## src/rtl/ccf_pkg.sv

```systemverilog
package ccf_pkg;
  localparam int REG_W    = 16;
  localparam int FLAG_BIT = 15;
  localparam int LVL_LSB  = 12;
  localparam int LVL_W    = 3;
  localparam int AUX_LSB  = 5;
  localparam int AUX_W    = 7;
  localparam int MODE_W   = 4;
  localparam int LVL_MSB  = LVL_LSB + LVL_W - 1;
  localparam int AUX_MSB  = AUX_LSB + AUX_W - 1;

  typedef enum logic [2:0] {
    OP_OFF, OP_IPW, OP_IPM, OP_ICAP, OP_OCB, OP_OCAB, OP_OPWM, OP_SPARE
  } op_e;

  typedef struct packed {
    logic cap_a;
    logic cap_b;
    logic cmp_a;
    logic cmp_b;
  } strobe_t;

  function automatic op_e decode_mode(input logic [MODE_W-1:0] m);
    op_e r;
    casez (m)
      4'b0000: r = OP_OFF;
      4'b0001: r = OP_IPW;
      4'b0010: r = OP_IPM;
      4'b0011: r = OP_ICAP;
      4'b0100: r = OP_OCB;
      4'b0101: r = OP_OCAB;
      4'b1???: r = OP_OPWM;
      default: r = OP_SPARE;
    endcase
    return r;
  endfunction
endpackage

```

## src/rtl/ccf_event_sel.sv

```systemverilog
module ccf_event_sel
  import ccf_pkg::*;
(
  input  logic    clk,
  input  logic    rst_n,
  input  op_e     op,
  input  logic    mode_chg,
  input  strobe_t stb,
  output logic    set_ev
);
  // Pending-first-capture marker for period measurement.
  logic first_pend_q;

  always_ff @(posedge clk) begin
    if (!rst_n)
      first_pend_q <= 1'b1;
    else if (mode_chg)
      first_pend_q <= 1'b1;
    else if (op == OP_IPM && stb.cap_a)
      first_pend_q <= 1'b0;
  end

  always_comb begin
    unique case (op)
      OP_IPW, OP_ICAP: set_ev = stb.cap_a;
      OP_IPM:          set_ev = stb.cap_a & ~first_pend_q;
      OP_OCB:          set_ev = stb.cmp_b;
      OP_OCAB:         set_ev = stb.cmp_a | stb.cmp_b;
      OP_OPWM:         set_ev = stb.cmp_a;
      default:         set_ev = 1'b0;
    endcase
  end
endmodule

```

## src/rtl/ccf_clear_arm.sv

```systemverilog
module ccf_clear_arm (
  input  logic clk,
  input  logic rst_n,
  input  logic rd,
  input  logic wr,
  input  logic wr_flag_bit,
  input  logic flag_q,
  input  logic set_ev,
  output logic clr_ok
);
  logic arm_q;

  always_ff @(posedge clk) begin
    if (!rst_n)
      arm_q <= 1'b0;
    else if (set_ev || wr)
      arm_q <= 1'b0;
    else if (rd && flag_q)
      arm_q <= 1'b1;
  end

  assign clr_ok = wr && !wr_flag_bit && arm_q && !set_ev;
endmodule

```

## src/rtl/ccf_reg.sv

```systemverilog
module ccf_reg
  import ccf_pkg::*;
(
  input  logic              clk,
  input  logic              rst_n,
  input  logic              reg_rd,
  input  logic              reg_wr,
  input  logic [REG_W-1:0]  reg_wdata,
  output logic [REG_W-1:0]  reg_rdata,
  input  logic              cap_a,
  input  logic              cap_b,
  input  logic              cmp_a,
  input  logic              cmp_b,
  output logic              irq
);
  logic              flag_q;
  logic [LVL_W-1:0]  lvl_q;
  logic [AUX_W-1:0]  aux_q;
  logic [MODE_W-1:0] mode_q;
  logic              set_ev, clr_ok, mode_chg, wr_off;
  logic [MODE_W-1:0] wr_mode;
  op_e               op;
  strobe_t           stb;
  logic              unused_wbit;

  assign unused_wbit = reg_wdata[AUX_LSB-1];
  assign wr_mode  = reg_wdata[MODE_W-1:0];
  assign mode_chg = reg_wr && (wr_mode != mode_q);
  assign wr_off   = reg_wr && (decode_mode(wr_mode) == OP_OFF);
  assign op       = decode_mode(mode_q);
  assign stb      = '{cap_a: cap_a, cap_b: cap_b, cmp_a: cmp_a, cmp_b: cmp_b};

  ccf_event_sel u_sel (
    .clk(clk), .rst_n(rst_n), .op(op), .mode_chg(mode_chg),
    .stb(stb), .set_ev(set_ev)
  );

  ccf_clear_arm u_arm (
    .clk(clk), .rst_n(rst_n), .rd(reg_rd), .wr(reg_wr),
    .wr_flag_bit(reg_wdata[FLAG_BIT]), .flag_q(flag_q),
    .set_ev(set_ev), .clr_ok(clr_ok)
  );

  always_ff @(posedge clk) begin
    if (!rst_n) begin
      lvl_q  <= '0;
      aux_q  <= '0;
      mode_q <= '0;
    end else if (reg_wr) begin
      lvl_q  <= reg_wdata[LVL_MSB:LVL_LSB];
      aux_q  <= reg_wdata[AUX_MSB:AUX_LSB];
      mode_q <= wr_mode;
    end
  end

  // Priority: off mode, then set event, then interlocked clear.
  always_ff @(posedge clk) begin
    if (!rst_n)
      flag_q <= 1'b0;
    else if (op == OP_OFF || wr_off)
      flag_q <= 1'b0;
    else if (set_ev)
      flag_q <= 1'b1;
    else if (clr_ok)
      flag_q <= 1'b0;
  end

  assign reg_rdata = {flag_q, lvl_q, aux_q, 1'b0, mode_q};
  assign irq       = flag_q && (lvl_q != '0);
endmodule

```

## config.mk

```make
export PLATFORM = sky130hd
export DESIGN_NAME = ccf_reg
export DESIGN_NICKNAME = d
export VERILOG_FILES = /design/src/rtl/ccf_pkg.sv /design/src/rtl/ccf_event_sel.sv /design/src/rtl/ccf_clear_arm.sv /design/src/rtl/ccf_reg.sv
export SDC_FILE = /design/constraint.sdc
export NUM_CORES = 1
export LEC_CHECK = 0
export CAP_MARGIN = 20
export CORE_MARGIN = 2
export CORE_UTILIZATION = 38
export DETAILED_ROUTE_END_ITERATION = 8
export PLACE_DENSITY = 0.88
export SLEW_MARGIN = 5
export SYNTH_ARGS = -nofsm -noshare
export SYNTH_HDL_FRONTEND = slang
export SYNTH_SLANG_ARGS = --single-unit
```

## constraint.sdc

```tcl
create_clock -name clk -period 1.3 [get_ports clk]
set_input_delay 0.325 -clock clk [delete_from_list [all_inputs] [get_ports clk]]
set_output_delay 0.325 -clock clk [all_outputs]
set_load 0.005 [all_outputs]
```

==> results.md <==
Drt:
- After detailed routing, the number of remaining DRC violations is 0.
- The count of nets left with antenna violations once routing finished came out at 0.
- The detailed-routing wirelength on met1 is between 800 and 900 um.
- After detailed routing, the number of vias per cell comes to 4.630.
- The total length of routed met3 wires is around 110 um.
- The count of routing violations after the opening detailed-route iteration is 3.
- The wire length after detailed routing is about 2.1 mm.
- The iteration count of the initial detailed-routing pass is 4.
- The total number of vias is 750.
- The highest layer used for signal routing is met3.
- Summed over all nets, wire length on met2 after detailed routing comes to between 1 and 1.5 mm.
- The average detailed-routed wire length per instance is 13.06 um.

Synthesis:
- Of the synthesized area, sequential elements account for 0.4359.
- The number of flops mapped to enable cells by yosys is 0.
- The area share of the largest cell type after synthesis is 0.4359.
- The number of instances in the synthesized netlist is 77.
- In this run, distinct cell masters in the synthesized netlist total 23.
- During synthesis, Yosys emitted a total of 0 warnings.
- The number of nets in the synthesized netlist is approximately 100.
- The dominant cell type by area after synthesis is dfxtp_1.
- The register bit count reported by yosys is 17.
- Sorting the synthesized cells by how often they occur yields 17 x dfxtp_1, 14 x mux2i_1, 14 x nor2b_1.
- Yosys attributes the largest share of cell area to dfxtp_1 44%, mux2i_1 18%, nor2b_1 11%.
- By instance count, the leading cell after synthesis is dfxtp_1.
- The mean instance size in the synthesized netlist is 10.14 um2.
- The cell area that synthesis handed to floorplanning was a little under 800 um2.
- The commonest register cell after synthesis is dfxtp_1.
- The post-synthesis async set-or-reset flop share is 0.

STA:
- The upper clock frequency limit is between 700 and 800 MHz.
- In the finished design, the share of the clock period the worst path needs comes to 1.035.
- The smallest hold slack is approximately 0.5 ns.
- The number of max-slew violations in the final report is 0.
- In the post-route analysis, the smallest setup slack over all paths is -0.04563 ns.
- Setup repair after global routing could not meet its margin everywhere.
- The clock tree skew after final layout is slightly below 0.01 ns.
- The worst path in the final design needs a cycle of around 1.3 ns, including I/O delays and setup.
- The final count of negative-setup-slack endpoints is 2.
- The final hold violation count is 0.

Place:
- During placement, the flow inserted port buffers numbering 37.
- The number of cells in the design after placement is between 150 and 200.
- The placed wire-length estimate after detailed placement is 1.591 mm.
- The final weighted congestion in routability-driven placement is 0.8620.
- The area after detailed placement is approximately 1300 um2.

Flow run:
- The count of max-cap constraint violations is 0.

Layout:
- The net count reported at finish is between 150 and 200.
- The post-layout instance count excluding filler cells is between 150 and 200.
- Summing all multi-input logic gate instances after layout gives 421.7 um2.
- The area growth from synthesis to layout is 74.20%.
- Measured on the finished design, the core utilization comes to 0.7004.
- In the final layout, the share of cells above drive strength 1 is 0.3407.
- Across the whole layout, storage elements account for about 360 um2.
- The total inserted antenna cells is 0.
- The finished cells cover approximately 1400 um2.
- The count of fill cells added during filler insertion is between 150 and 200.

Clocking:
- TritonCTS created 3 clock buffers.
- The largest buffer count on any clock path is 2.
- TritonCTS built the clock tree.
- Clock-pin slew was measured on the worst setup and hold paths at between 0.1 and 0.15 ns.
- The cell at the root of the clock tree is clkbuf_4.
- The number of H-tree levels is 1.
- The clock latency reported for the late side of the worst-skew pair is 0.29 ns.
- The clock sink total is 17.

Hold path:
- The worst hold path belongs to the class flip-flop to flip-flop.
- The destination of the worst hold path is u_sel.first_pend_q.
- The startpoint identified for the worst hold timing path is u_sel.first_pend_q.
- Along the worst hold path, the cell count comes to 2.

Worst setup path:
- The peak per-stage delay on the critical path is 0.33 ns.
- The endpoint arrival time on the critical path is between 1 and 1.5 ns.
- The path type of the worst setup path is flip-flop to output pin.
- In this run the critical register-to-register path is launched from mode_q[3].
- Data on the critical path is required at its endpoint by 0.98 ns.
- The worst register-to-register path ends at u_arm.arm_q.
- The worst setup path is captured at an output pin.
- The kind of start point of the critical path is a flip-flop.
- The worst reg2reg path depth is 6.
- In this run the worst path has a maximum fanout of 2.
- The critical path goes through o31a_1 -> buf_2.
- The slack of the worst reg-to-reg path is -0.01 ns.
- The slowest stage of the critical path is the dfxtp_2 cell.

Status:
- The flow ran to the end, but the final reports show violations.
- The checks that failed: setup timing.

Die:
- The initial core utilization is 0.4021.
- The die outline height is 49.33 um.
- The floorplan step defined a die boundary enclosing 2433 um2.
- The floorplan step set the die width to between 40 and 50 um.
- The row count is 16.
- 41 I/O pins were placed.
- The standard cell core area is around 1900 um2.

GRT:
- After global routing the overflow that remains totals 0.
- The global-route wire length before repair is roughly 3.4 mm.
- The initial antenna violation count is 0.
- Entering global routing, the biggest net connects 11 pins.
- The combined global-route utilization of all metal layers is 0.1822.
- The via count of the first global-routing pass was roughly 820.

Power:
- The maximum VDD drop is around 620 uV.
- The power per standard cell area is between 800 and 900 nW/um2.
- Summed over all cells, the static leakage comes to around 0.64 nW.
-- registers in the layout (all words and copies together) (netlist names) --
register            cells
aux_q                   7
u_sel.first_pend_q      1
u_arm.arm_q             1
flag_q                  1
mode_q                  4
lvl_q                   3
-- timing repair --
item / 4_1_cts / 5_1_grt
endpoints found under the setup margin: 16 / 5
pin swaps: 0 / 4
setup buffers: 4 / 3
gates resized for setup: 35 / 9
hold buffers: 0 / 0
-- metal layers --
layer / vias to the layer above / global-route usage
li1: 381 / -
met3: 0 / 0.04908
met1: 344 / 0.1958
met5: - / 0
met4: 0 / 0.06190
met2: 25 / 0.3378
-- worst max path at each step --
stage	start	endpoint	cells past startpoint
after floorplan	mode_q[3]	u_sel.first_pend_q	3
after global placement	reg_wdata[3]	u_sel.first_pend_q	4
after detailed placement	reg_wdata[3]	u_sel.first_pend_q	4
after CTS	lvl_q[1]	irq	2
after global routing	mode_q[3]	u_arm.arm_q	6
final	lvl_q[0]	irq	2
-- placed cells by master (no fill, tap or decap), drive strengths merged --
cell,n
a21oi,3
a31oi,1
and3,1
and4bb,1
buf,24
clkbuf,4
clkdlybuf4s15,3
clkdlybuf4s50,21
clkinv,1
conb,1
dfxtp,17
dlygate4sd2,10
mux2i,14
nand2,4
nand3,3
nor2,1
nor2b,14
nor3,1
nor3b,1
nor4,1
o21ai,1
o22a,1
o31a,1
o41ai,1
or2b,1
xor2,4
-- where the power goes --
group          internal (mW)  switching [mW]
sequential             0.552          0.0144
clock                  0.114           0.166
combinational          0.183           0.110
total                  0.849           0.290
-- critical path: cells and delay by family, from the launching register on --
family	cells	cell delay (ns)
flops	1	0.33
compound gates	1	0.29
buf+inv	1	0.13
-- logic make-up (layout without fill, tap and decap cells) --
family | count (synthesis) | after routing | share of synthesized area
flops | 17 | 17 | 0.4359
simple gates | 28 | 28 | 0.2195
buf+inv | 5 | 63 | 0.04807
xor+xnor | 4 | 4 | 0.04487
compound gates | 8 | 8 | 0.06731
other cells | 1 | 1 | 0.004803
mux | 14 | 14 | 0.1795
-- layout make-up --
type	count	area share
tap	27	0.02484
multi-input combinational	55	0.3100
clock buffer	3	0.01656
sequential	17	0.2640
timing repair buffer	59	0.3809
clock inverter	1	0.003680
-- metrics by stage --
step                      setup TNS, ns  power (mW)  setup slack (ns)
final                          -0.05900       1.139          -0.04563
after detailed placement         -2.139      0.8539           -0.2760
after global placement           -1.566      0.8417           -0.2308
after floorplan                       0      0.6813            0.2191
after CTS                       -0.1551       1.128           -0.1551
after global routing            -0.3044       1.203          -0.09702
No activity file was read; power rests on OpenSTA's default activity.
